==> config.mk <==
export PLATFORM = sky130hd
export DESIGN_NAME = dual_sem_unit
export DESIGN_NICKNAME = d
export VERILOG_FILES = /design/src/rtl/sem_pkg.sv /design/src/rtl/sem_port_dec.sv /design/src/rtl/sem_flag_cell.sv /design/src/rtl/sem_rd_port.sv /design/src/rtl/dual_sem_unit.sv
export SDC_FILE = /design/constraint.sdc
export NUM_CORES = 1
export LEC_CHECK = 0
export ABC_AREA = 1
export CAP_MARGIN = 20
export CORE_MARGIN = 3
export CORE_UTILIZATION = 30
export CTS_BUF_LIST = sky130_fd_sc_hd__clkbuf_4 sky130_fd_sc_hd__clkbuf_8
export DETAILED_ROUTE_END_ITERATION = 12
export HOLD_SLACK_MARGIN = 0.12
export SYNTH_ARGS = -nofsm -noshare
export SYNTH_HDL_FRONTEND = slang
export SYNTH_SLANG_ARGS = --single-unit
==> constraint.sdc <==
create_clock -name clk_i -period 1.6 [get_ports clk_i]
set_input_delay 0.32 -clock clk_i [delete_from_list [all_inputs] [get_ports clk_i]]
set_output_delay 0.32 -clock clk_i [all_outputs]
set_load 0.005 [all_outputs]
==> src/rtl/sem_pkg.sv <==
package sem_pkg;
  // parity winner encoding: even edge -> left
  typedef enum logic {
    WIN_LEFT  = 1'b0,
    WIN_RIGHT = 1'b1
  } win_e;

  localparam int unsigned SEM_FLAGS_DEF = 8;
  localparam int unsigned SEM_DATA_DEF  = 8;
endpackage

==> src/rtl/sem_port_dec.sv <==
module sem_port_dec #(
  parameter int NUM_FLAGS = 8,
  localparam int ADDR_W = $clog2(NUM_FLAGS)
) (
  input  logic                 clk_i,
  input  logic                 rst_ni,
  input  logic                 ce_i,
  input  logic                 sem_i,
  input  logic                 we_i,
  input  logic [ADDR_W-1:0]    addr_i,
  input  logic                 bit0_i,
  output logic [NUM_FLAGS-1:0] req_o,
  output logic [NUM_FLAGS-1:0] rel_o,
  output logic                 rd_o
);
  logic sel;
  logic [NUM_FLAGS-1:0] hit;

  assign sel = sem_i & ~ce_i;

  always_comb begin
    hit = '0;
    hit[addr_i] = 1'b1;
  end

  assign req_o = (sel & we_i & ~bit0_i) ? hit : '0;
  assign rel_o = (sel & we_i &  bit0_i) ? hit : '0;
  assign rd_o  = sel & ~we_i;


  mem_mode_quiet_chk: assert property (@(posedge clk_i) disable iff (!rst_ni)
    (ce_i || !sem_i) |-> (req_o == '0 && rel_o == '0 && !rd_o));
endmodule

==> src/rtl/sem_flag_cell.sv <==
module sem_flag_cell
  import sem_pkg::*;
(
  input  logic clk_i,
  input  logic rst_ni,
  input  win_e prio_i,
  input  logic req_l_i,
  input  logic rel_l_i,
  input  logic req_r_i,
  input  logic rel_r_i,
  output logic own_l_o,
  output logic own_r_o
);
  logic own_l_q, own_r_q, pend_l_q, pend_r_q;
  logic own_l_d, own_r_d, pend_l_d, pend_r_d;
  logic keep_l, keep_r, want_l, want_r;

  assign keep_l = own_l_q & ~rel_l_i;
  assign keep_r = own_r_q & ~rel_r_i;
  assign want_l = ~rel_l_i & ~own_l_q & (req_l_i | pend_l_q);
  assign want_r = ~rel_r_i & ~own_r_q & (req_r_i | pend_r_q);

  always_comb begin
    own_l_d  = 1'b0;
    own_r_d  = 1'b0;
    pend_l_d = 1'b0;
    pend_r_d = 1'b0;
    if (keep_l) begin
      own_l_d  = 1'b1;
      pend_r_d = want_r;
    end else if (keep_r) begin
      own_r_d  = 1'b1;
      pend_l_d = want_l;
    end else if (want_l && want_r) begin
      // same-cycle tie on a free flag
      if (prio_i == WIN_LEFT) begin
        own_l_d  = 1'b1;
        pend_r_d = 1'b1;
      end else begin
        own_r_d  = 1'b1;
        pend_l_d = 1'b1;
      end
    end else begin
      own_l_d = want_l;
      own_r_d = want_r;
    end
  end

  always_ff @(posedge clk_i or negedge rst_ni) begin
    if (!rst_ni) begin
      own_l_q  <= 1'b0;
      own_r_q  <= 1'b0;
      pend_l_q <= 1'b0;
      pend_r_q <= 1'b0;
    end else begin
      own_l_q  <= own_l_d;
      own_r_q  <= own_r_d;
      pend_l_q <= pend_l_d;
      pend_r_q <= pend_r_d;
    end
  end

  assign own_l_o = own_l_q;
  assign own_r_o = own_r_q;


  single_owner_chk: assert property (@(posedge clk_i) disable iff (!rst_ni)
    !(own_l_q && own_r_q));

  pend_l_holder_chk: assert property (@(posedge clk_i) disable iff (!rst_ni)
    pend_l_q |-> own_r_q);

  pend_r_holder_chk: assert property (@(posedge clk_i) disable iff (!rst_ni)
    pend_r_q |-> own_l_q);

  handoff_l_chk: assert property (@(posedge clk_i) disable iff (!rst_ni)
    (pend_l_q && rel_r_i && !rel_l_i) |=> own_l_q);

  handoff_r_chk: assert property (@(posedge clk_i) disable iff (!rst_ni)
    (pend_r_q && rel_l_i && !rel_r_i) |=> own_r_q);
endmodule

==> src/rtl/sem_rd_port.sv <==
module sem_rd_port #(
  parameter int NUM_FLAGS = 8,
  parameter int DATA_W    = 8,
  localparam int ADDR_W = $clog2(NUM_FLAGS)
) (
  input  logic                 clk_i,
  input  logic                 rst_ni,
  input  logic                 rd_i,
  input  logic [ADDR_W-1:0]    addr_i,
  input  logic [NUM_FLAGS-1:0] own_i,
  output logic [DATA_W-1:0]    rdata_o
);
  logic [DATA_W-1:0] rdata_q;

  always_ff @(posedge clk_i or negedge rst_ni) begin
    if (!rst_ni)   rdata_q <= '1;
    else if (rd_i) rdata_q <= {DATA_W{~own_i[addr_i]}};
  end

  assign rdata_o = rdata_q;


  rdata_hold_chk: assert property (@(posedge clk_i) disable iff (!rst_ni)
    !rd_i |=> $stable(rdata_o));
endmodule

==> src/rtl/dual_sem_unit.sv <==
module dual_sem_unit
  import sem_pkg::*;
#(
  parameter int NUM_FLAGS = SEM_FLAGS_DEF,
  parameter int DATA_W    = SEM_DATA_DEF,
  localparam int ADDR_W = $clog2(NUM_FLAGS)
) (
  input  logic              clk_i,
  input  logic              rst_ni,
  input  logic              l_ce_i,
  input  logic              l_sem_i,
  input  logic              l_we_i,
  input  logic [ADDR_W-1:0] l_addr_i,
  input  logic [DATA_W-1:0] l_wdata_i,
  output logic [DATA_W-1:0] l_rdata_o,
  input  logic              r_ce_i,
  input  logic              r_sem_i,
  input  logic              r_we_i,
  input  logic [ADDR_W-1:0] r_addr_i,
  input  logic [DATA_W-1:0] r_wdata_i,
  output logic [DATA_W-1:0] r_rdata_o
);
  logic [NUM_FLAGS-1:0] req_l, rel_l, req_r, rel_r, own_l, own_r;
  logic rd_l, rd_r;
  win_e par_q;

  always_ff @(posedge clk_i or negedge rst_ni) begin
    if (!rst_ni) par_q <= WIN_LEFT;
    else         par_q <= (par_q == WIN_LEFT) ? WIN_RIGHT : WIN_LEFT;
  end

  sem_port_dec #(.NUM_FLAGS(NUM_FLAGS)) u_dec_l (
    .clk_i(clk_i), .rst_ni(rst_ni), .ce_i(l_ce_i), .sem_i(l_sem_i),
    .we_i(l_we_i), .addr_i(l_addr_i), .bit0_i(l_wdata_i[0]),
    .req_o(req_l), .rel_o(rel_l), .rd_o(rd_l)
  );

  sem_port_dec #(.NUM_FLAGS(NUM_FLAGS)) u_dec_r (
    .clk_i(clk_i), .rst_ni(rst_ni), .ce_i(r_ce_i), .sem_i(r_sem_i),
    .we_i(r_we_i), .addr_i(r_addr_i), .bit0_i(r_wdata_i[0]),
    .req_o(req_r), .rel_o(rel_r), .rd_o(rd_r)
  );

  for (genvar g = 0; g < NUM_FLAGS; g++) begin : g_flag
    sem_flag_cell u_cell (
      .clk_i(clk_i), .rst_ni(rst_ni), .prio_i(par_q),
      .req_l_i(req_l[g]), .rel_l_i(rel_l[g]),
      .req_r_i(req_r[g]), .rel_r_i(rel_r[g]),
      .own_l_o(own_l[g]), .own_r_o(own_r[g])
    );
  end

  sem_rd_port #(.NUM_FLAGS(NUM_FLAGS), .DATA_W(DATA_W)) u_rd_l (
    .clk_i(clk_i), .rst_ni(rst_ni), .rd_i(rd_l), .addr_i(l_addr_i),
    .own_i(own_l), .rdata_o(l_rdata_o)
  );

  sem_rd_port #(.NUM_FLAGS(NUM_FLAGS), .DATA_W(DATA_W)) u_rd_r (
    .clk_i(clk_i), .rst_ni(rst_ni), .rd_i(rd_r), .addr_i(r_addr_i),
    .own_i(own_r), .rdata_o(r_rdata_o)
  );


  parity_toggle_chk: assert property (@(posedge clk_i) disable iff (!rst_ni)
    1'b1 |=> par_q != $past(par_q));

  flag_isolation_chk: assert property (@(posedge clk_i) disable iff (!rst_ni)
    ((req_l | rel_l | req_r | rel_r) == '0) |=> $stable(own_l) && $stable(own_r));
endmodule

==> qor.csv <==
metric;value;unit
Setup crit start kind;input port;
clk root buf;clkbuf_8;
Main synth FF type;dfrtp_1;
post-route cell area;3160;sq um
clk slew on worst S/H paths;0.08;ns
Worst R2R Path Depth;5;
Critical Path RT;1.79;ns
Core Area;7810;sq um
CTS tree;done;
vias in the first global route;2128;
Yosys cell types;25;
Hold-fix buffers, CTS;0;
top cell type's share of synthesized area;33.7;%
Ys Warns;0;
synthesized cell area;2450;sq um
Final Hold Fails;0;
fin crit period;1.50;ns
area leader, netlist;dfrtp_1;
Slew HR;79.0;%
Critical Path Source;l_ce_i;
LEAKAGE;1.59;nW
crit share post-route;93.6;%
number of clock buffers inserted by TritonCTS;5;
MaxCap Viol Count;0;
initial drt markers;104;
delay-heaviest family, CP;buffers and inverters;
GRT Overall Usage;13.0;%
crit-path cells;clkdlybuf4s50_1 > inv_2 > buf_4 > nand3_2 > nor2_2 > buf_6 > nand2_1 > nand2_2 > nand2_4 > o21ai_2 > nor2_1;
Placer Congestion;0.838;
Worst setup EP type;flop;
Peak Freq;0.668;GHz
status;finished clean;
Synth Instances;374;
EDFF count, synth;0;
crit path DAT;1.69;ns
Synth-to-Final Area Change;29.1;%
cell with the most instances after synthesis;nand2_1;
post-synthesis net count;404;
CP Capture Point;g_flag[4].u_cell.own_r_o;
clk_lat worst skew;0.29;ns
worst vdd ir;0.316;mV
RR Startpoint;par_q;
clock buffer depth;2;
Slew Viols, Final;0;
setup slack, reg-to-reg;0.55;ns
largest net degree at the start of global routing;36;
First-pass DRT Iterations;5;
total congestion overflow;0;
Slowest cell on crit path;clkdlybuf4s50_1;
site row count;32;
Synth area leaders;dfrtp_1, nand2_1, inv_1;
Finished Layout Cells;519;
PD cells;911;nW/um^2
Hold Path Class;input port to asynchronous set/reset pin;
IO buf count;31;
IO Count;46;
Starting Density;31.4;%
total die area;9290;sq um
ANT nets after route;0;
final setup fails;0;
DR vias;2266;
initial antenna violation count;0;
clock skew;0.00873;ns
nets;447;
asr flop ratio synth;100;%
Avg Vias per Cell;4.37;
first-pass GRT wire length;9.22;mm
sequential-to-total area share from yosys stat;35.9;%
Power, Total;0.00288;W
CP max FO;7;
final core utilization;40.5;%
Ant. Diodes;0;
instance count on the critical path;11;
DRC;0;
Syn Area/Cell;6.55;sq um
die width;96.4;um
DP Wirelength;4.14;mm
dpl cells;511;
Avg WL per Cell;11.1;um
share of cells above drive strength 1;21.8;%
Synth Register Bits;35;
CTS Sinks;35;
Crit Path Category;input port to flop;
H-tree Lvls;2;
setup TNS;0;ns
Crit path buffers/inverters;4;
total wire length;5.74;mm
dpl cell area;2960;sq um
Die H;96.4;um
Critical Path Max Stage Delay;0.42;ns
r2r endpoint;g_flag[0].u_cell.pend_l_q;
worst-margin pin slew;0.314;ns
top cells by count, synth;nand2_1, inv_1, nor2_1, dfrtp_1, nand3_1;
==> what timing repair did <==
item / in CTS / in global routing
pin swaps: 0 / 11
resized for setup: 16 / 46
setup endpoints to repair: 16 / 29
setup buffers: 0 / 1
==> flip-flops by register name (all words and copies together) (netlist names) <==
signal	flops
u_rd_l.rdata_o	1
g_flag.u_cell.own_l_o	8
g_flag.u_cell.own_r_o	8
g_flag.u_cell.pend_l_q	8
g_flag.u_cell.pend_r_q	8
u_rd_r.rdata_o	1
par_q	1
==> metal layers <==
layer | part of all wire, % | wire [um] | GRT usage, %
met4 | 1.8 | 103 | 5.14
met1 | 47 | 2680 | 16.2
met2 | 48 | 2750 | 21.7
met5 | 0 | 0 | 0
met3 | 3.5 | 200 | 2.74
==> cell type report <==
cell class	instances	area [sq um]
inverters	74	278
flip-flops and latches	35	878
well taps	102	128
repair buffers	53	517
multi-input cells	248	1270
clock inverters	1	5.00
fillers	849	4650
clock buffers	6	82.6
==> through the flow <==
step / setup slack [ns] / hold slack [ns]
5_1_grt: -0.0109 / 0.409
6_report: 0.102 / 0.399
3_3_place_gp: -0.225 / 0.536
4_1_cts: 0.0605 / 0.409
3_5_place_dp: -0.237 / 0.548
2_1_floorplan: 0.363 / 0.0244
==> cells in the final DEF, fill, tap and decap left out, drive strengths merged <==
cell type / n
nand3: 25
a21oi: 24
nand2: 97
nor2: 76
inv: 74
o211ai: 2
dfrtp: 33
o21bai: 7
dfstp: 2
clkdlybuf4s50: 7
nand3b: 2
o21ai: 9
nand4: 2
buf: 22
a21boi: 2
dlymetal6s2s: 8
clkbuf: 6
o22ai: 2
dlygate4sd2: 16
clkinv: 1
==> cells by family (layout without fill, tap and decap cells) <==
| kind of cell | Yosys count | in the layout | synth area share, % |
|---|---|---|---|
| buf+inv | 91 | 134 | 16.5 |
| compound gates | 46 | 46 | 12.6 |
| simple gates | 202 | 202 | 35.0 |
| flops | 35 | 35 | 35.9 |
==> worst min path at each step <==
stage	startpoint	endpoint	slack (ns)	cells past startpoint
4_1_cts	rst_ni	g_flag[6].u_cell.own_l_o	0.41	2
3_5_place_dp	g_flag[3].u_cell.own_r_o	g_flag[3].u_cell.pend_r_q	0.55	3
2_1_floorplan	rst_ni	g_flag[0].u_cell.own_l_o	0.02	0
6_report	rst_ni	g_flag[6].u_cell.own_l_o	0.40	2
3_3_place_gp	g_flag[3].u_cell.own_r_o	g_flag[3].u_cell.pend_r_q	0.54	3
5_1_grt	rst_ni	g_flag[6].u_cell.own_l_o	0.41	2
==> report_power, final <==
group	switching (W)	internal, W
Combinational	0.000621	0.000468
Clock	0.000333	0.000338
Sequential	0.0000926	0.00103
Total	0.00105	0.00183
Note: power is estimated with default switching activity, not from simulation.
